--- config.mk ---
export PLATFORM = sky130hd
export DESIGN_NAME = adc_done_router
export DESIGN_NICKNAME = d
export VERILOG_FILES = /design/src/rtl/adc_rt_pkg.sv /design/src/rtl/adc_rt_results.sv /design/src/rtl/adc_rt_flag.sv /design/src/rtl/adc_rt_dma_seq.sv /design/src/rtl/adc_done_router.sv
export SDC_FILE = /design/constraint.sdc
export NUM_CORES = 1
export LEC_CHECK = 0
export BUFFER_PORTS_ARGS = -buffer_cell sky130_fd_sc_hd__buf_2
export CORE_MARGIN = 8
export CORE_UTILIZATION = 35
export DETAILED_ROUTE_END_ITERATION = 16
export PLACE_DENSITY = 0.61
export SLEW_MARGIN = 20
export SYNTH_ARGS = -nofsm -noshare
export SYNTH_HDL_FRONTEND = slang
export SYNTH_SLANG_ARGS = --single-unit
--- constraint.sdc ---
create_clock -name clk -period 2.5 [get_ports clk]
set_clock_uncertainty 0.2 [all_clocks]
set_input_delay 0.125 -clock clk [delete_from_list [all_inputs] [get_ports clk]]
set_output_delay 0.125 -clock clk [all_outputs]
set_load 0.02 [all_outputs]
--- src/rtl/adc_rt_pkg.sv ---
package adc_rt_pkg;

    typedef enum logic [1:0] {
        MODE_SINGLE = 2'd0,
        MODE_SCAN   = 2'd1,
        MODE_MULTI  = 2'd2
    } conv_mode_e;

    localparam int ADDR_CTRL     = 0;
    localparam int ADDR_STAT     = 1;
    localparam int ADDR_RES_BASE = 2;

    typedef struct packed {
        logic       irq_en;
        logic       dma_sel;
        logic [1:0] mode;
        logic       flag;
        logic       seen;
    } flag_state_t;

endpackage

--- src/rtl/adc_rt_results.sv ---
module adc_rt_results #(
    parameter int NUM_CH = 8,
    parameter int RES_W  = 10,
    parameter int REG_W  = 16,
    localparam int CH_W  = $clog2(NUM_CH),
    localparam int PAD_W = REG_W - RES_W
) (
    input  logic                          clk,
    input  logic                          rst_n,
    input  logic                          conv_done,
    input  logic [CH_W-1:0]               conv_chan,
    input  logic [RES_W-1:0]              conv_result,
    output logic [NUM_CH-1:0][REG_W-1:0]  res_q
);

    logic [NUM_CH-1:0][REG_W-1:0] res_d;

    always_comb begin
        res_d = res_q;
        for (int i = 0; i < NUM_CH; i++) begin
            if (conv_done && (conv_chan == CH_W'(i))) begin
                res_d[i] = {conv_result, {PAD_W{1'b0}}};
            end
        end
    end

    always_ff @(posedge clk or negedge rst_n) begin
        if (!rst_n) begin
            res_q <= '0;
        end else begin
            res_q <= res_d;
        end
    end

    for (genvar g = 0; g < NUM_CH; g++) begin : g_hold
        AST_RES_HOLD: assert property (@(posedge clk) disable iff (!rst_n)
            !(conv_done && conv_chan == CH_W'(g)) |=> $stable(res_q[g]));
    end

endmodule

--- src/rtl/adc_rt_flag.sv ---
module adc_rt_flag
    import adc_rt_pkg::*;
(
    input  logic       clk,
    input  logic       rst_n,
    input  logic       done_evt,
    input  logic       dma_clr,
    input  logic       ctrl_wr,
    input  logic       stat_wr,
    input  logic       stat_rd,
    input  logic [3:0] wbits,
    output logic       irq_en,
    output logic       dma_sel,
    output logic [1:0] mode,
    output logic       flag,
    output logic       cpu_irq
);

    flag_state_t st_d, st_q;
    logic        sw_clr;

    always_comb begin
        st_d   = st_q;
        sw_clr = stat_wr && !wbits[0] && st_q.seen;
        if (ctrl_wr) begin
            st_d.irq_en  = wbits[0];
            st_d.dma_sel = wbits[1];
            st_d.mode    = wbits[3:2];
        end
        if (stat_rd && st_q.flag) begin
            st_d.seen = 1'b1;
        end
        if (done_evt) begin
            st_d.flag = 1'b1;
            st_d.seen = 1'b0;
        end else if (sw_clr || dma_clr) begin
            st_d.flag = 1'b0;
            st_d.seen = 1'b0;
        end
    end

    always_ff @(posedge clk or negedge rst_n) begin
        if (!rst_n) begin
            st_q <= '0;
        end else begin
            st_q <= st_d;
        end
    end

    assign irq_en  = st_q.irq_en;
    assign dma_sel = st_q.dma_sel;
    assign mode    = st_q.mode;
    assign flag    = st_q.flag;
    assign cpu_irq = st_q.irq_en && st_q.flag && !st_q.dma_sel;

    AST_FLAG_SET: assert property (@(posedge clk) disable iff (!rst_n)
        done_evt |=> flag);
    AST_DMA_CLEAR: assert property (@(posedge clk) disable iff (!rst_n)
        (dma_clr && !done_evt) |=> !flag);
    AST_W1_KEEP: assert property (@(posedge clk) disable iff (!rst_n)
        (stat_wr && wbits[0] && !done_evt && !dma_clr) |=> $stable(flag));

endmodule

--- src/rtl/adc_rt_dma_seq.sv ---
module adc_rt_dma_seq
    import adc_rt_pkg::*;
#(
    parameter int NUM_CH  = 8,
    localparam int CNT_W  = $clog2(NUM_CH) + 1
) (
    input  logic       clk,
    input  logic       rst_n,
    input  logic       conv_done,
    input  logic       conv_last,
    input  logic [1:0] mode,
    input  logic       dma_sel,
    input  logic       dma_ack,
    output logic       done_evt,
    output logic       dma_clr,
    output logic       dma_req
);

    typedef struct packed {
        logic [CNT_W-1:0] seq_cnt;
        logic [CNT_W-1:0] len;
        logic [CNT_W-1:0] ack_cnt;
        logic             req;
    } seq_state_t;

    seq_state_t sq_d, sq_q;
    logic       single;

    always_comb begin
        sq_d     = sq_q;
        single   = (mode == MODE_SINGLE);
        done_evt = conv_done && (single || conv_last);
        dma_clr  = dma_ack && sq_q.req;

        if (done_evt) begin
            sq_d.seq_cnt = '0;
            if (dma_sel) begin
                sq_d.req     = 1'b1;
                sq_d.ack_cnt = '0;
                sq_d.len     = single ? CNT_W'(1) : sq_q.seq_cnt + CNT_W'(1);
            end
        end else if (conv_done && sq_q.seq_cnt < CNT_W'(NUM_CH - 1)) begin
            sq_d.seq_cnt = sq_q.seq_cnt + CNT_W'(1);
        end

        if (dma_clr && !(done_evt && dma_sel)) begin
            if (sq_q.ack_cnt + CNT_W'(1) >= sq_q.len) begin
                sq_d.req     = 1'b0;
                sq_d.ack_cnt = '0;
            end else begin
                sq_d.ack_cnt = sq_q.ack_cnt + CNT_W'(1);
            end
        end
    end

    always_ff @(posedge clk or negedge rst_n) begin
        if (!rst_n) begin
            sq_q <= '0;
        end else begin
            sq_q <= sq_d;
        end
    end

    assign dma_req = sq_q.req;

    AST_REQ_DROP: assert property (@(posedge clk) disable iff (!rst_n)
        (dma_clr && !done_evt && sq_q.ack_cnt + CNT_W'(1) == sq_q.len) |=> !dma_req);
    AST_REQ_HOLD: assert property (@(posedge clk) disable iff (!rst_n)
        (dma_req && !dma_ack) |=> dma_req);
    AST_SINGLE_ONE: assert property (@(posedge clk) disable iff (!rst_n)
        (done_evt && dma_sel && mode == MODE_SINGLE) |=> (sq_q.len == CNT_W'(1)));

endmodule

--- src/rtl/adc_done_router.sv ---
module adc_done_router
    import adc_rt_pkg::*;
#(
    parameter int NUM_CH  = 8,
    parameter int RES_W   = 10,
    parameter int REG_W   = 16,
    localparam int CH_W   = $clog2(NUM_CH),
    localparam int ADDR_W = $clog2(NUM_CH + ADDR_RES_BASE)
) (
    input  logic              clk,
    input  logic              rst_n,
    input  logic              conv_done,
    input  logic [CH_W-1:0]   conv_chan,
    input  logic              conv_last,
    input  logic [RES_W-1:0]  conv_result,
    input  logic              reg_wr,
    input  logic              reg_rd,
    input  logic [ADDR_W-1:0] reg_addr,
    input  logic [REG_W-1:0]  reg_wdata,
    output logic [REG_W-1:0]  reg_rdata,
    input  logic              dma_ack,
    input  logic [CH_W-1:0]   dma_rd_chan,
    output logic [REG_W-1:0]  dma_rdata,
    output logic              cpu_irq,
    output logic              dma_req
);

    logic [NUM_CH-1:0][REG_W-1:0] res_q;
    logic              done_evt, dma_clr;
    logic              irq_en, dma_sel, flag;
    logic [1:0]        mode;
    logic              ctrl_wr, stat_wr, stat_rd;
    logic [ADDR_W-1:0] res_idx;

    assign ctrl_wr = reg_wr && (reg_addr == ADDR_W'(ADDR_CTRL));
    assign stat_wr = reg_wr && (reg_addr == ADDR_W'(ADDR_STAT));
    assign stat_rd = reg_rd && (reg_addr == ADDR_W'(ADDR_STAT));
    assign res_idx = reg_addr - ADDR_W'(ADDR_RES_BASE);

    adc_rt_results #(.NUM_CH(NUM_CH), .RES_W(RES_W), .REG_W(REG_W)) u_results (
        .clk         (clk),
        .rst_n       (rst_n),
        .conv_done   (conv_done),
        .conv_chan   (conv_chan),
        .conv_result (conv_result),
        .res_q       (res_q)
    );

    adc_rt_dma_seq #(.NUM_CH(NUM_CH)) u_seq (
        .clk       (clk),
        .rst_n     (rst_n),
        .conv_done (conv_done),
        .conv_last (conv_last),
        .mode      (mode),
        .dma_sel   (dma_sel),
        .dma_ack   (dma_ack),
        .done_evt  (done_evt),
        .dma_clr   (dma_clr),
        .dma_req   (dma_req)
    );

    adc_rt_flag u_flag (
        .clk     (clk),
        .rst_n   (rst_n),
        .done_evt(done_evt),
        .dma_clr (dma_clr),
        .ctrl_wr (ctrl_wr),
        .stat_wr (stat_wr),
        .stat_rd (stat_rd),
        .wbits   (reg_wdata[3:0]),
        .irq_en  (irq_en),
        .dma_sel (dma_sel),
        .mode    (mode),
        .flag    (flag),
        .cpu_irq (cpu_irq)
    );

    always_comb begin
        reg_rdata = '0;
        if (reg_addr == ADDR_W'(ADDR_CTRL)) begin
            reg_rdata[3:0] = {mode, dma_sel, irq_en};
        end else if (reg_addr == ADDR_W'(ADDR_STAT)) begin
            reg_rdata[0] = flag;
        end else if (reg_addr >= ADDR_W'(ADDR_RES_BASE) && res_idx < ADDR_W'(NUM_CH)) begin
            reg_rdata = res_q[res_idx[CH_W-1:0]];
        end
    end

    assign dma_rdata = res_q[dma_rd_chan];

    AST_ROUTE_DMA: assert property (@(posedge clk) disable iff (!rst_n)
        (done_evt && dma_sel && !ctrl_wr) |=> (dma_req && !cpu_irq));
    AST_IRQ_NEEDS_FLAG: assert property (@(posedge clk) disable iff (!rst_n)
        cpu_irq |-> (reg_addr != ADDR_W'(ADDR_STAT) || reg_rdata[0]));

endmodule

Word-level counts from Yosys, hierarchy flattened
Index checks and enable logic that the tools add are counted.
- $add $sub $neg: 3
- order comparisons: 6
- equality and inequality tests: 8
- mux-type cells: 20
- reductions and logical operators: 37
- operator list (cell ; number):
    $bmux 16 s3 ; 2
    $mux 16 ; 3
    $logic_and 1x1->1 ; 22
    $mux 4 ; 5
    $mux 15 ; 1
    $mux 5 ; 3
    $eq 3x3->1 const B ; 4
    $mux 12 ; 1
    $add 4x1->4 const B ; 2
    $lt 3x4->1 const B ; 2
    $reduce_bool 2->1 ; 4
    $eq 3x2->1 const B ; 2
    $eq 4x1->1 const B ; 1
    $ge 4x2->1 const B ; 1
    $ge 4x4->1 ; 1
    $logic_not 4->1 ; 1
    $lt 4x3->1 const B ; 1
    $lt 4x4->1 const B ; 1
    $mux 2 ; 2
    $reduce_and 2->1 ; 2
    $sub 4x2->4 const B ; 1
    $eq 3x1->1 const B ; 1
    $logic_not 1->1 ; 3
    $logic_not 3->1 ; 1
    4 further kinds ; 7
- bits in registers: 99
- bits of input ports: 43
- output and inout bits: 34
- logic and storage cells: 91

Depth between registers and ports, before layout
Gate-level depths: netlist of run 1.
- depth in word-level cells: 8
- gate-level depth with buffers: 6
- mapped depth without buffers: 6

Hierarchy
From an unflattened synthesis of run 1, not the netlist that was laid out.
- cells, all modules: 475
- area total of the unflattened synthesis: 6747.7 sq um
- by module, submodules not included (module ; instances ; cells an instance ; area each (sq um) ; sequential area each (sq um)):
    adc_rt_results ; 1 ; 224 ; 3527.1 ; 2001.9
    adc_done_router ; 1 ; 151 ; 2199.6 ; 0.0
    adc_rt_dma_seq ; 1 ; 81 ; 763.2 ; 325.3
    adc_rt_flag ; 1 ; 19 ; 257.7 ; 150.1

Worst setup path after synthesis of run 1
Ideal clock, no wire load.
- kind: reg2reg
- from: register u_seq.sq_q[1] (netlist name)
- to: register u_seq.sq_q[2] (netlist name)
- setup time: 140 ps
- arrival: 1538 ps
- data required time: 2160 ps
- path slack: 622 ps
- cell stages (with the launch flop): 7
- buffers on the path: 0
- period minus slack after synthesis: 1878 ps
- cell sequence: dfrtp_1 ha_1 xor2_1 ha_1 o21ai_0 o21ai_0 o21ai_0
- cells in the longest elaborated chain, start to end: 4
- RTL lines (item ; RTL line ; text):
    start: declaration ; adc_rt_dma_seq.sv:26 ; seq_state_t sq_d, sq_q;
    start signal: assignment ; adc_rt_dma_seq.sv:60 ; sq_q <= sq_d;
    $add 4x1->4 * ; adc_rt_dma_seq.sv:47, adc_rt_dma_seq.sv:51 ;
    $ge 4x4->1 ; adc_rt_dma_seq.sv:47 ; if (sq_q.ack_cnt + CNT_W'(1) >= sq_q.len) begin
    $mux 4 * ; adc_rt_dma_seq.sv:47 ;
    $mux 5 * ; adc_rt_dma_seq.sv:46 ; if (dma_clr && !(done_evt && dma_sel)) begin
Every way passes the cells marked *; elsewhere a longest branch is shown, timed or not.
A chain may end at the register's enable or synchronous reset.

Worst setup path after layout of run 1
Same ends and word-level chain as after synthesis.

==> impl_metrics.json, run 1 <==
{
  "area_delta_synth_final_pct": 19.4,
  "r2r-start": "u_seq.sq_q[1]",
  "cts.clk_slew.worst_paths_ps": 60,
  "port_buffers": 56,
  "ff2ff_path_depth": 6,
  "ys_warn_count": 0,
  "max_freq_mhz": 466,
  "io_pins": 77,
  "p_seq_share_pct": 42.1,
  "final_antenna_net_count": 0,
  "ys_ff_latch": 99,
  "fin_crit_sh_pct": 85.8,
  "worstSetupStartpoint": "u_seq.sq_q[1]",
  "dieArea_sq_mm": 0.0198,
  "power_frac_clock_pct": 32.2,
  "post_cts_buffers": 0,
  "die_h_microns": 141,
  "slew_violations": 0,
  "htreeDepth": 3,
  "intPower_w": 0.00383,
  "synthArstFlopShare_pct": 100,
  "cp_max_fo": 5,
  "p_switching_w": 0.00147,
  "grt_pass1_wl_microns": 20900,
  "floorplan.initialDensity_pct": 35.9,
  "avgSynthCellArea_sq_um": 14.4,
  "crit_type": "register to register",
  "drc": 0,
  "drive_above_1_share_pct": 46.7,
  "min_from": "reg_wr",
  "tns_ps": 0,
  "ctsLongestPathBuffers": 2,
  "fin_hold_ws_ps": 30.5,
  "grtUsageTotal_pct": 13.6,
  "hold_path_depth": 3,
  "fp-row-count": 45,
  "yosys_most_used_dff": "dfrtp_1",
  "power.leakage_nw": 2.86,
  "vdd.ir_drop.worst_mv": 0.436,
  "wl_per_cell_microns": 19.7,
  "gp_congestion": 0.751,
  "max_slew_margin_pct": 58.4,
  "vias_per_cell": 5.29,
  "grt_pass1_vias": 3802,
  "synthTopCellsByCount": "99 x dfrtp_1, 93 x mux2_2, 26 x mux4_2, 18 x nor2_1, 14 x mux4_1",
  "synthTopCellsByArea": "dfrtp_1 45%, mux2_2 19%, mux4_2 11%",
  "worstPathRequired_ps": 2490,
  "grt_remaining_overflow": 0,
  "final_util_pct": 42.9,
  "cap_violations": 0,
  "post-route-min-period_ps": 2150,
  "dr.pass1.iters": 4,
  "yosysTopAreaCell": "dfrtp_1",
  "synthDistinctLibCells": 41,
  "hold_path_class": "input port to register",
  "antenna_cells": 0,
  "final_nets": 510,
  "cts_tree": "done",
  "p_sw_share_pct": 27.7,
  "hpwl_microns": 8660,
  "coreArea_sq_mm": 0.0152,
  "synthesis.area_sq_mm": 0.00546,
  "grt_max_degree": 47,
  "n_fill_cell": 1386,
  "arrival_ps": 2140,
  "rsz0062_at_grt": "false",
  "final-hold-violation-count": 0,
  "syn_inst": 378,
  "yosysMostFrequentCell": "dfrtp_1",
  "synth_edf_count": 0,
  "power_per_cell_area_mw_per_mm2": 812,
  "synth_top_cell_area_share_pct": 45.4,
  "vias": 3457,
  "setup_viol": 0,
  "status": "finished clean",
  "clock_sinks": 99,
  "clock-root-buffer": "clkbuf_16",
  "die_w_microns": 141,
  "clock_latency_ps": 340,
  "worstMarginPinSlew_ps": 624,
  "finalWirelength_microns": 12900,
  "crit_path_start_kind": "register",
  "drt_iter0_drc": 170,
  "combPwrFrac_pct": 25.7,
  "antenna_found_initial": 0,
  "cts_buffers": 9,
  "end_kind": "register",
  "synth-seq-area-share_pct": 45.4
}
-- repair_timing --
action,CTS,global route
gates resized for setup,0,0
hold endpoints to repair,132,0
hold buffers,18,0
-- critical path, cell delays in order, from the launching register on --
cell	delay (ps)
dfrtp_1	430
ha_1	250
xor2_1	160
ha_1	270
o21ai_0	70
o21ai_0	430
o21ai_0	180
-- placed cells by master, fill, tap and decap left out, drive strengths merged, types with 3 or more instances in the layout --
cell	count
nand2	13
mux2	94
mux4	40
bufinv	4
nor3	4
a21oi	3
and2	6
dlygate4sd3	18
buf	74
conb	8
nand3	9
xnor2	3
inv	9
clkbuf	10
ha	7
nand4b	3
o21ai	11
mux2i	11
dfrtp	99
nor2	18
-- area by class of cell --
class                   instances  area (sq um)  area share [%]
clock inverters                 6           134            2.05
inverters                       8          30.0           0.461
clock buffers                  10           239            3.67
repair buffers                 92           611            9.37
well taps                     188           235            3.61
flip-flops and latches         99          2480            38.0
multi-input cells             250          2790            42.8
-- per-stage QoR --
stage	setup slack (ps)	total power, W	instance area [sq um]	instances
finish	355	0.00529	6520	653
global route	113	0.00561	6520	653
CTS	342	0.00537	6520	653
detailed placement	390	0.00361	5960	619
global placement	401	0.00354	5960	619
floorplan	622	0.00320	5480	385
-- per-layer routing --
metal | vias to the layer above | track usage (%) | part of all wire [%]
met3 | 13 | 3.21 | 4.3
li1 | 1582 | - | -
met1 | 1794 | 16.5 | 44
met4 | 0 | 3.68 | 1.1
met5 | - | 0 | 0
met2 | 68 | 23.8 | 50
-- sequential cells by signal, indices dropped and copies added, names as in the netlist --
signal           flops
u_flag.st_q          1
u_results.res_q     80
u_flag.irq_en        1
u_flag.dma_sel       1
u_flag.mode          2
u_flag.flag          1
u_seq.sq_q          12
u_seq.dma_req        1
-- logic make-up after synthesis --
group                    share of synthesized area, %
flip-flops                                       45.4
other                                          0.0687
XOR/XNOR                                        0.803
multiplexers                                     38.9
adder cells (fa/ha/maj)                          1.60
AND/OR/NAND/NOR                                  6.44
buffers and inverters                            4.15
AO/OA/AOI/OAI                                    2.66
-- final timing paths --
kind                                        end  slack (ps)
setup reg to reg                  u_seq.sq_q[2]         350
hold reg to reg                   u_seq.sq_q[6]         290
min in group asynchronous         u_seq.sq_q[9]         140
setup / recovery                  u_seq.sq_q[2]         350
max in group asynchronous  u_results.res_q[111]        1250
hold / removal                   u_flag.mode[0]          30
-- power by group through the flow --
stage          Clock [W]  Combinational, W  Sequential (W)
2_1_floorplan          0           0.00103         0.00217
3_3_place_gp           0           0.00132         0.00222
3_5_place_dp           0           0.00136         0.00225
4_1_cts          0.00176           0.00139         0.00222
5_1_grt          0.00182           0.00150         0.00228
6_report         0.00171           0.00136         0.00223
(Power assumes the default switching activity.)
==> run 2, diff against run 1 <==
--- a/config.mk
+++ b/config.mk
@@ -9,7 +9,7 @@
 export CORE_MARGIN = 8
 export CORE_UTILIZATION = 35
 export DETAILED_ROUTE_END_ITERATION = 16
-export PLACE_DENSITY = 0.61
+export PLACE_DENSITY = 0.63
 export SLEW_MARGIN = 20
 export SYNTH_ARGS = -nofsm -noshare
 export SYNTH_HDL_FRONTEND = slang
==> constraint.sdc (replaced) <==
create_clock -name clk -period 1.97 [get_ports clk]
set_clock_uncertainty 0.2 [all_clocks]
set_input_delay 0.0985 -clock clk [delete_from_list [all_inputs] [get_ports clk]]
set_output_delay 0.0985 -clock clk [all_outputs]
set_load 0.02 [all_outputs]
==> run 2 against run 1 <==
Against the previous run:
- setup slack lost 340 ps
- wire length grew 0.38%
- cell area grew 2.1%
- core utilization grew 0.88 points
==> impl_metrics.json, run 2 (synthesis gave the netlist of run 1 again) <==
{
  "worstPathRequired_ps": 1670,
  "layout_common_cells": "99 x dfrtp_1, 83 x mux2_2, 42 x buf_2, 37 x mux4_2, 23 x buf_4",
  "drive_above_1_share_pct": 50.2,
  "setup_viol": 0,
  "intPower_w": 0.00475,
  "status": "finished clean",
  "die_w_microns": 141,
  "die_h_microns": 141,
  "tns_ps": 0,
  "dr.pass1.iters": 5,
  "grtUsageTotal_pct": 13.6,
  "crit_type": "register to primary output",
  "wl_per_cell_microns": 19.6,
  "p_switching_w": 0.00196,
  "final_nets": 517,
  "p_sw_share_pct": 29.2,
  "cp_cell_sequence": "mux4_2 -> mux2_4 -> buf_6",
  "grt_remaining_overflow": 0,
  "htreeDepth": 3,
  "floorplan.initialDensity_pct": 35.9,
  "fin_crit_sh_pct": 99.0,
  "hpwl_microns": 8670,
  "vias": 3529,
  "end_kind": "primary output",
  "cts_buffers": 9,
  "ctsLongestPathBuffers": 2,
  "fin_cells": 660,
  "n_fill_cell": 1392,
  "coreArea_sq_mm": 0.0152,
  "gp_congestion": 0.777,
  "stdcell_area_sq_mm": 0.00665,
  "critical-path-top-delay-family": "multiplexers",
  "layout_setup_ws_ps": 18.9,
  "grt_max_degree": 54,
  "final_common_cell": "dfrtp_1",
  "max_freq_mhz": 513,
  "clock-root-buffer": "clkbuf_16",
  "largest_register_ffs": 80,
  "vias_per_cell": 5.35,
  "post-place-ws_ps": -67.5,
  "postPlaceCellArea_sq_mm": 0.00604,
  "cp_slowest_cell": "mux4_2",
  "crit_buf_inv": 1,
  "dp_cells": 622,
  "antenna_cells": 0,
  "grt_pass1_wl_microns": 20900,
  "power_per_cell_area_mw_per_mm2": 1010,
  "multi_input_area_sq_mm": 0.00280,
  "antenna_found_initial": 0,
  "hold_path_class": "input port to async pin",
  "clock_latency_ps": 340,
  "combPwrFrac_pct": 29.6,
  "crit_path_start_kind": "register",
  "p_seq_share_pct": 42.3,
  "largest_register": "u_results.res_q",
  "max_stage_delay_ps": 500,
  "cts.clk_slew.worst_paths_ps": 70,
  "port_buffers": 56,
  "dieArea_sq_mm": 0.0198,
  "post-route-min-period_ps": 1950,
  "area_delta_synth_final_pct": 21.8,
  "cts_tree": "done",
  "register_area_sq_mm": 0.00248,
  "vdd.ir_drop.worst_mv": 0.626,
  "io_pins": 77,
  "cap_violations": 0,
  "fp-row-count": 45,
  "final_antenna_net_count": 0,
  "power.leakage_nw": 2.89,
  "arrival_ps": 1650,
  "clock_sinks": 99,
  "rsz0062_at_grt": "true",
  "drt_iter0_drc": 260,
  "final-hold-violation-count": 0,
  "drc": 0,
  "slew_violations": 0,
  "cp_max_fo": 3,
  "finalWirelength_microns": 12900,
  "grt_pass1_vias": 3906,
  "power_frac_clock_pct": 28.1
}
-- run 2: cell types whose count changed in the layout (fill, tap and decap cells not counted), sizes merged --
cell,change
clkinvlp,+2
buf,+6
dlygate4sd3,+1
bufinv,-2
-- run 2: worst paths after layout --
path,start,slack [ps],end,cells past startpoint
min in group clk,reg_addr[2],40,u_flag.st_q[0],4
worst min-delay path,rst_n,20,u_seq.sq_q[12],2
max in group asynchronous,rst_n,930,u_results.res_q[23],3
worst min register to register,u_seq.sq_q[6],290,u_seq.sq_q[6],2
worst max-delay path,u_results.res_q[121],20,dma_rdata[9],3
worst max register to register,u_seq.sq_q[2],70,u_seq.sq_q[1],5
-- run 2: stage by stage --
stage	utilization, %	power, W	hold slack [ps]
after floorplan	-	0.00406	-397
after global placement	39.7	0.00452	-153
after detailed placement	39.7	0.00461	-157
after CTS	43.2	0.00659	33.6
after global routing	43.7	0.00709	55.3
final	43.7	0.00671	19.9
-- run 2: final cells by class --
class	instances	area share, %
clock buffers	10	3.44
clock inverters	6	1.34
inverters	8	0.452
multi-input cells	250	42.2
flip-flops and latches	99	37.3
well taps	188	3.54
repair buffers	99	11.8
-- run 2: what timing repair did --
action,CTS,global route
resized for setup,9,41
hold buffers,19,0
pin swaps,0,1
hold endpoints to repair,190,0
setup endpoints to repair,8,25
setup buffers,0,3
-- run 2: power by group through the flow --
stage          clock network, W  logic (W)  registers (W)
2_1_floorplan                 0    0.00131        0.00275
3_3_place_gp                  0    0.00171        0.00280
3_5_place_dp                  0    0.00176        0.00285
4_1_cts                 0.00194    0.00183        0.00282
5_1_grt                 0.00203    0.00217        0.00290
6_report                0.00189    0.00199        0.00284
-- run 2: metal layers --
layer  part of all wire, %  track usage, %  up-vias
li1                      -               -     1585
met1                    44            16.9     1818
met2                    48            22.5      111
met3                   6.3            3.65       15
met4                   1.4            4.30        0
met5                     0               0        -
==> run 3, diff against run 2 <==
--- a/config.mk
+++ b/config.mk
@@ -9,8 +9,9 @@
 export CORE_MARGIN = 8
 export CORE_UTILIZATION = 35
 export DETAILED_ROUTE_END_ITERATION = 16
-export PLACE_DENSITY = 0.63
+export PLACE_DENSITY = 0.62
 export SLEW_MARGIN = 20
 export SYNTH_ARGS = -nofsm -noshare
 export SYNTH_HDL_FRONTEND = slang
+export SYNTH_HIERARCHICAL = 1
 export SYNTH_SLANG_ARGS = --single-unit
==> run 3 against run 2 <==
Against the previous run:
- the run now ends with setup timing left
- core utilization shrank 1.8 points
- synthesized cell count grew 26%
- via count grew 21%
- clock power shrank 8%
- die area grew 21%
- wire length grew 25%
- register-to-register slack lost 130 ps
- largest cell class unchanged
==> impl_metrics.json, run 3 <==
{
  "synthTopCellsByCount": "99 x dfrtp_1, 70 x mux2_2, 52 x buf_4, 36 x mux4_2, 30 x mux2_4",
  "clock-root-buffer": "clkbuf_16",
  "rsz0062_at_grt": "true",
  "final-hold-violation-count": 0,
  "port_buffers": 56,
  "antenna_cells": 0,
  "final_common_cell": "dfrtp_1",
  "ctsLongestPathBuffers": 2,
  "drive_above_1_share_pct": 49.4,
  "final_nets": 620,
  "fp-row-count": 50,
  "grtUsageTotal_pct": 13.7,
  "p_sw_share_pct": 31.3,
  "grt_remaining_overflow": 0,
  "largest_register": "u_results/res_q",
  "fin_crit_sh_pct": 103,
  "worstMarginPinSlew_ps": 503,
  "coreArea_sq_mm": 0.0188,
  "p_switching_w": 0.00222,
  "worstPathRequired_ps": 2050,
  "layout_common_cells": "99 x dfrtp_1, 61 x mux2_2, 53 x mux4_2, 48 x conb_1, 44 x buf_2",
  "n_fill_cell": 1760,
  "post-route-min-period_ps": 2030,
  "maxUsedRoutingLayer": "met4",
  "max_slew_margin_pct": 66.5,
  "cap_violations": 0,
  "cts.clk_slew.worst_paths_ps": 80,
  "crit_type": "register to register",
  "combPwrFrac_pct": 35.8,
  "vias_per_cell": 5.13,
  "area_delta_synth_final_pct": 17.1,
  "power.leakage_nw": 3.50,
  "cts_buffers": 9,
  "end_kind": "register",
  "dieArea_sq_mm": 0.0240,
  "cts_tree": "done",
  "p_seq_share_pct": 39.7,
  "die_w_microns": 155,
  "drc": 0,
  "finalWirelength_microns": 16200,
  "multi_input_area_sq_mm": 0.00386,
  "ys_ff_latch": 99,
  "dp_cells": 788,
  "clock_sinks": 99,
  "max_freq_mhz": 493,
  "synthArstFlopShare_pct": 100,
  "power_frac_clock_pct": 24.5,
  "io_pins": 77,
  "wl_met1_microns": 7010,
  "fin_cells": 835,
  "hpwl_microns": 10900,
  "floorplan.initialDensity_pct": 35.8,
  "hold_path_class": "input port to register",
  "antenna_found_initial": 0,
  "setup_viol": 4,
  "die_h_microns": 155,
  "violations": "setup timing",
  "post-place-ws_ps": -62.4,
  "wl_met3_microns": 838,
  "layout_setup_ws_ps": -58.8,
  "final_antenna_net_count": 0,
  "grt_max_degree": 51,
  "clock_latency_ps": 340,
  "wl_met2_microns": 8220,
  "synthTopCellsByArea": "dfrtp_1 37%, mux4_2 12%, mux2_2 12%",
  "wl_per_cell_microns": 19.4,
  "htreeDepth": 3,
  "avgSynthCellArea_sq_um": 14.2,
  "gp_congestion": 0.818,
  "cp_max_fo": 4,
  "postPlaceCellArea_sq_mm": 0.00725,
  "synth-seq-area-share_pct": 36.7,
  "synthDistinctLibCells": 48,
  "power_per_cell_area_mw_per_mm2": 898,
  "stdcell_area_sq_mm": 0.00790,
  "syn_inst": 475,
  "vias": 4283,
  "yosys_most_used_dff": "dfrtp_1",
  "yosysMostFrequentCell": "dfrtp_1",
  "synth_top_cell_area_share_pct": 36.7,
  "status": "complete, but fails checks",
  "synth_edf_count": 0,
  "synthesis.area_sq_mm": 0.00675,
  "crit_path_start_kind": "register",
  "yosysTopAreaCell": "dfrtp_1",
  "rrSetupSlack_ps": -60,
  "dr.pass1.iters": 4,
  "register_area_sq_mm": 0.00248,
  "grt_pass1_vias": 4632,
  "drt_iter0_drc": 231,
  "vdd.ir_drop.worst_mv": 0.506,
  "ys_warn_count": 6,
  "arrival_ps": 2110,
  "grt_pass1_wl_microns": 26000,
  "slew_violations": 0,
  "largest_register_ffs": 80,
  "intPower_w": 0.00487
}
==> run 3: cell count changes after synthesis, moves of 7 or more <==
cell / delta
buf_4: +41
buf_6: +7
mux2_2: -23
mux2_4: +30
mux4_1: +14
mux4_2: +10
==> run 3: repair_timing <==
item | CTS | global route
setup buffers | 9 | 5
hold buffers | 17 | 0
pin swaps | 8 | 2
gates resized for setup | 43 | 14
hold endpoints to repair | 190 | 0
endpoints found under the setup margin | 16 | 17
==> run 3: cell families (layout without fill, tap and decap cells) <==
group	Yosys count	count (layout)	share of synthesized area, %
muxes	180	180	43.6
DFF	99	99	36.7
buffers and inverters	87	140	9.01
and+or+nand+nor	68	68	5.75
AOI/OAI and AO/OA	29	29	3.00
adders and majority gates	7	7	1.30
xor gates and xnor gates	4	4	0.519
other	1	48	0.0556
==> run 3: through the flow <==
stage / setup TNS, ps / util, % / hold WS (ps) / total power, W
after global routing: -828 / 42.0 / 45.5 / 0.00746
after global placement: 0 / 38.5 / -107 / 0.00490
after CTS: -98.7 / 41.6 / 3.58 / 0.00708
final: -149 / 42.0 / 24.9 / 0.00710
after floorplan: 0 / - / -397 / 0.00444
after detailed placement: -170 / 38.5 / -96.5 / 0.00501
==> run 3: critical path, cell delays in order (launching register included) <==
cell and delay [ps]:
dfrtp_1 400, buf_6 120, ha_4 270, ha_4 200
a2111oi_4 440, buf_4 190, nor3_1 40, nor2_1 100
==> run 3: power by group through the flow <==
stage	clock (W)	combinational, W	sequential, W
2_1_floorplan	0	0.00171	0.00273
3_3_place_gp	0	0.00212	0.00278
3_5_place_dp	0	0.00218	0.00283
4_1_cts	0.00180	0.00248	0.00281
5_1_grt	0.00186	0.00273	0.00287
6_report	0.00174	0.00254	0.00281
==> run 3: cell type report <==
cell class              instances  share of cell area, %
flip-flops and latches         99                   31.3
clock inverters                 7                  0.871
inverters                       9                  0.427
multi-input cells             336                   48.9
well taps                     260                   4.12
repair buffers                115                   11.5
clock buffers                   9                   2.85
==> run 3: final timing paths <==
path,startpoint,endpoint,depth (start not counted)
max in group asynchronous,rst_n,u_seq/sq_q[9],3
min,reg_rd,u_flag/st_q[0],4
max reg2reg,u_seq/sq_q[1],u_seq/sq_q[3],7
min in group asynchronous,rst_n,u_results/res_q[74],2
min reg2reg,u_seq/sq_q[6],u_seq/sq_q[6],2
max,u_seq/sq_q[1],u_seq/sq_q[3],7
==> run 3: routing by layer <==
layer / track usage [%] / vias to the layer above
met5: 0 / -
met4: 1.96 / 0
met3: 3.07 / 13
met2: 24.4 / 106
met1: 17.1 / 2251
li1: - / 1913
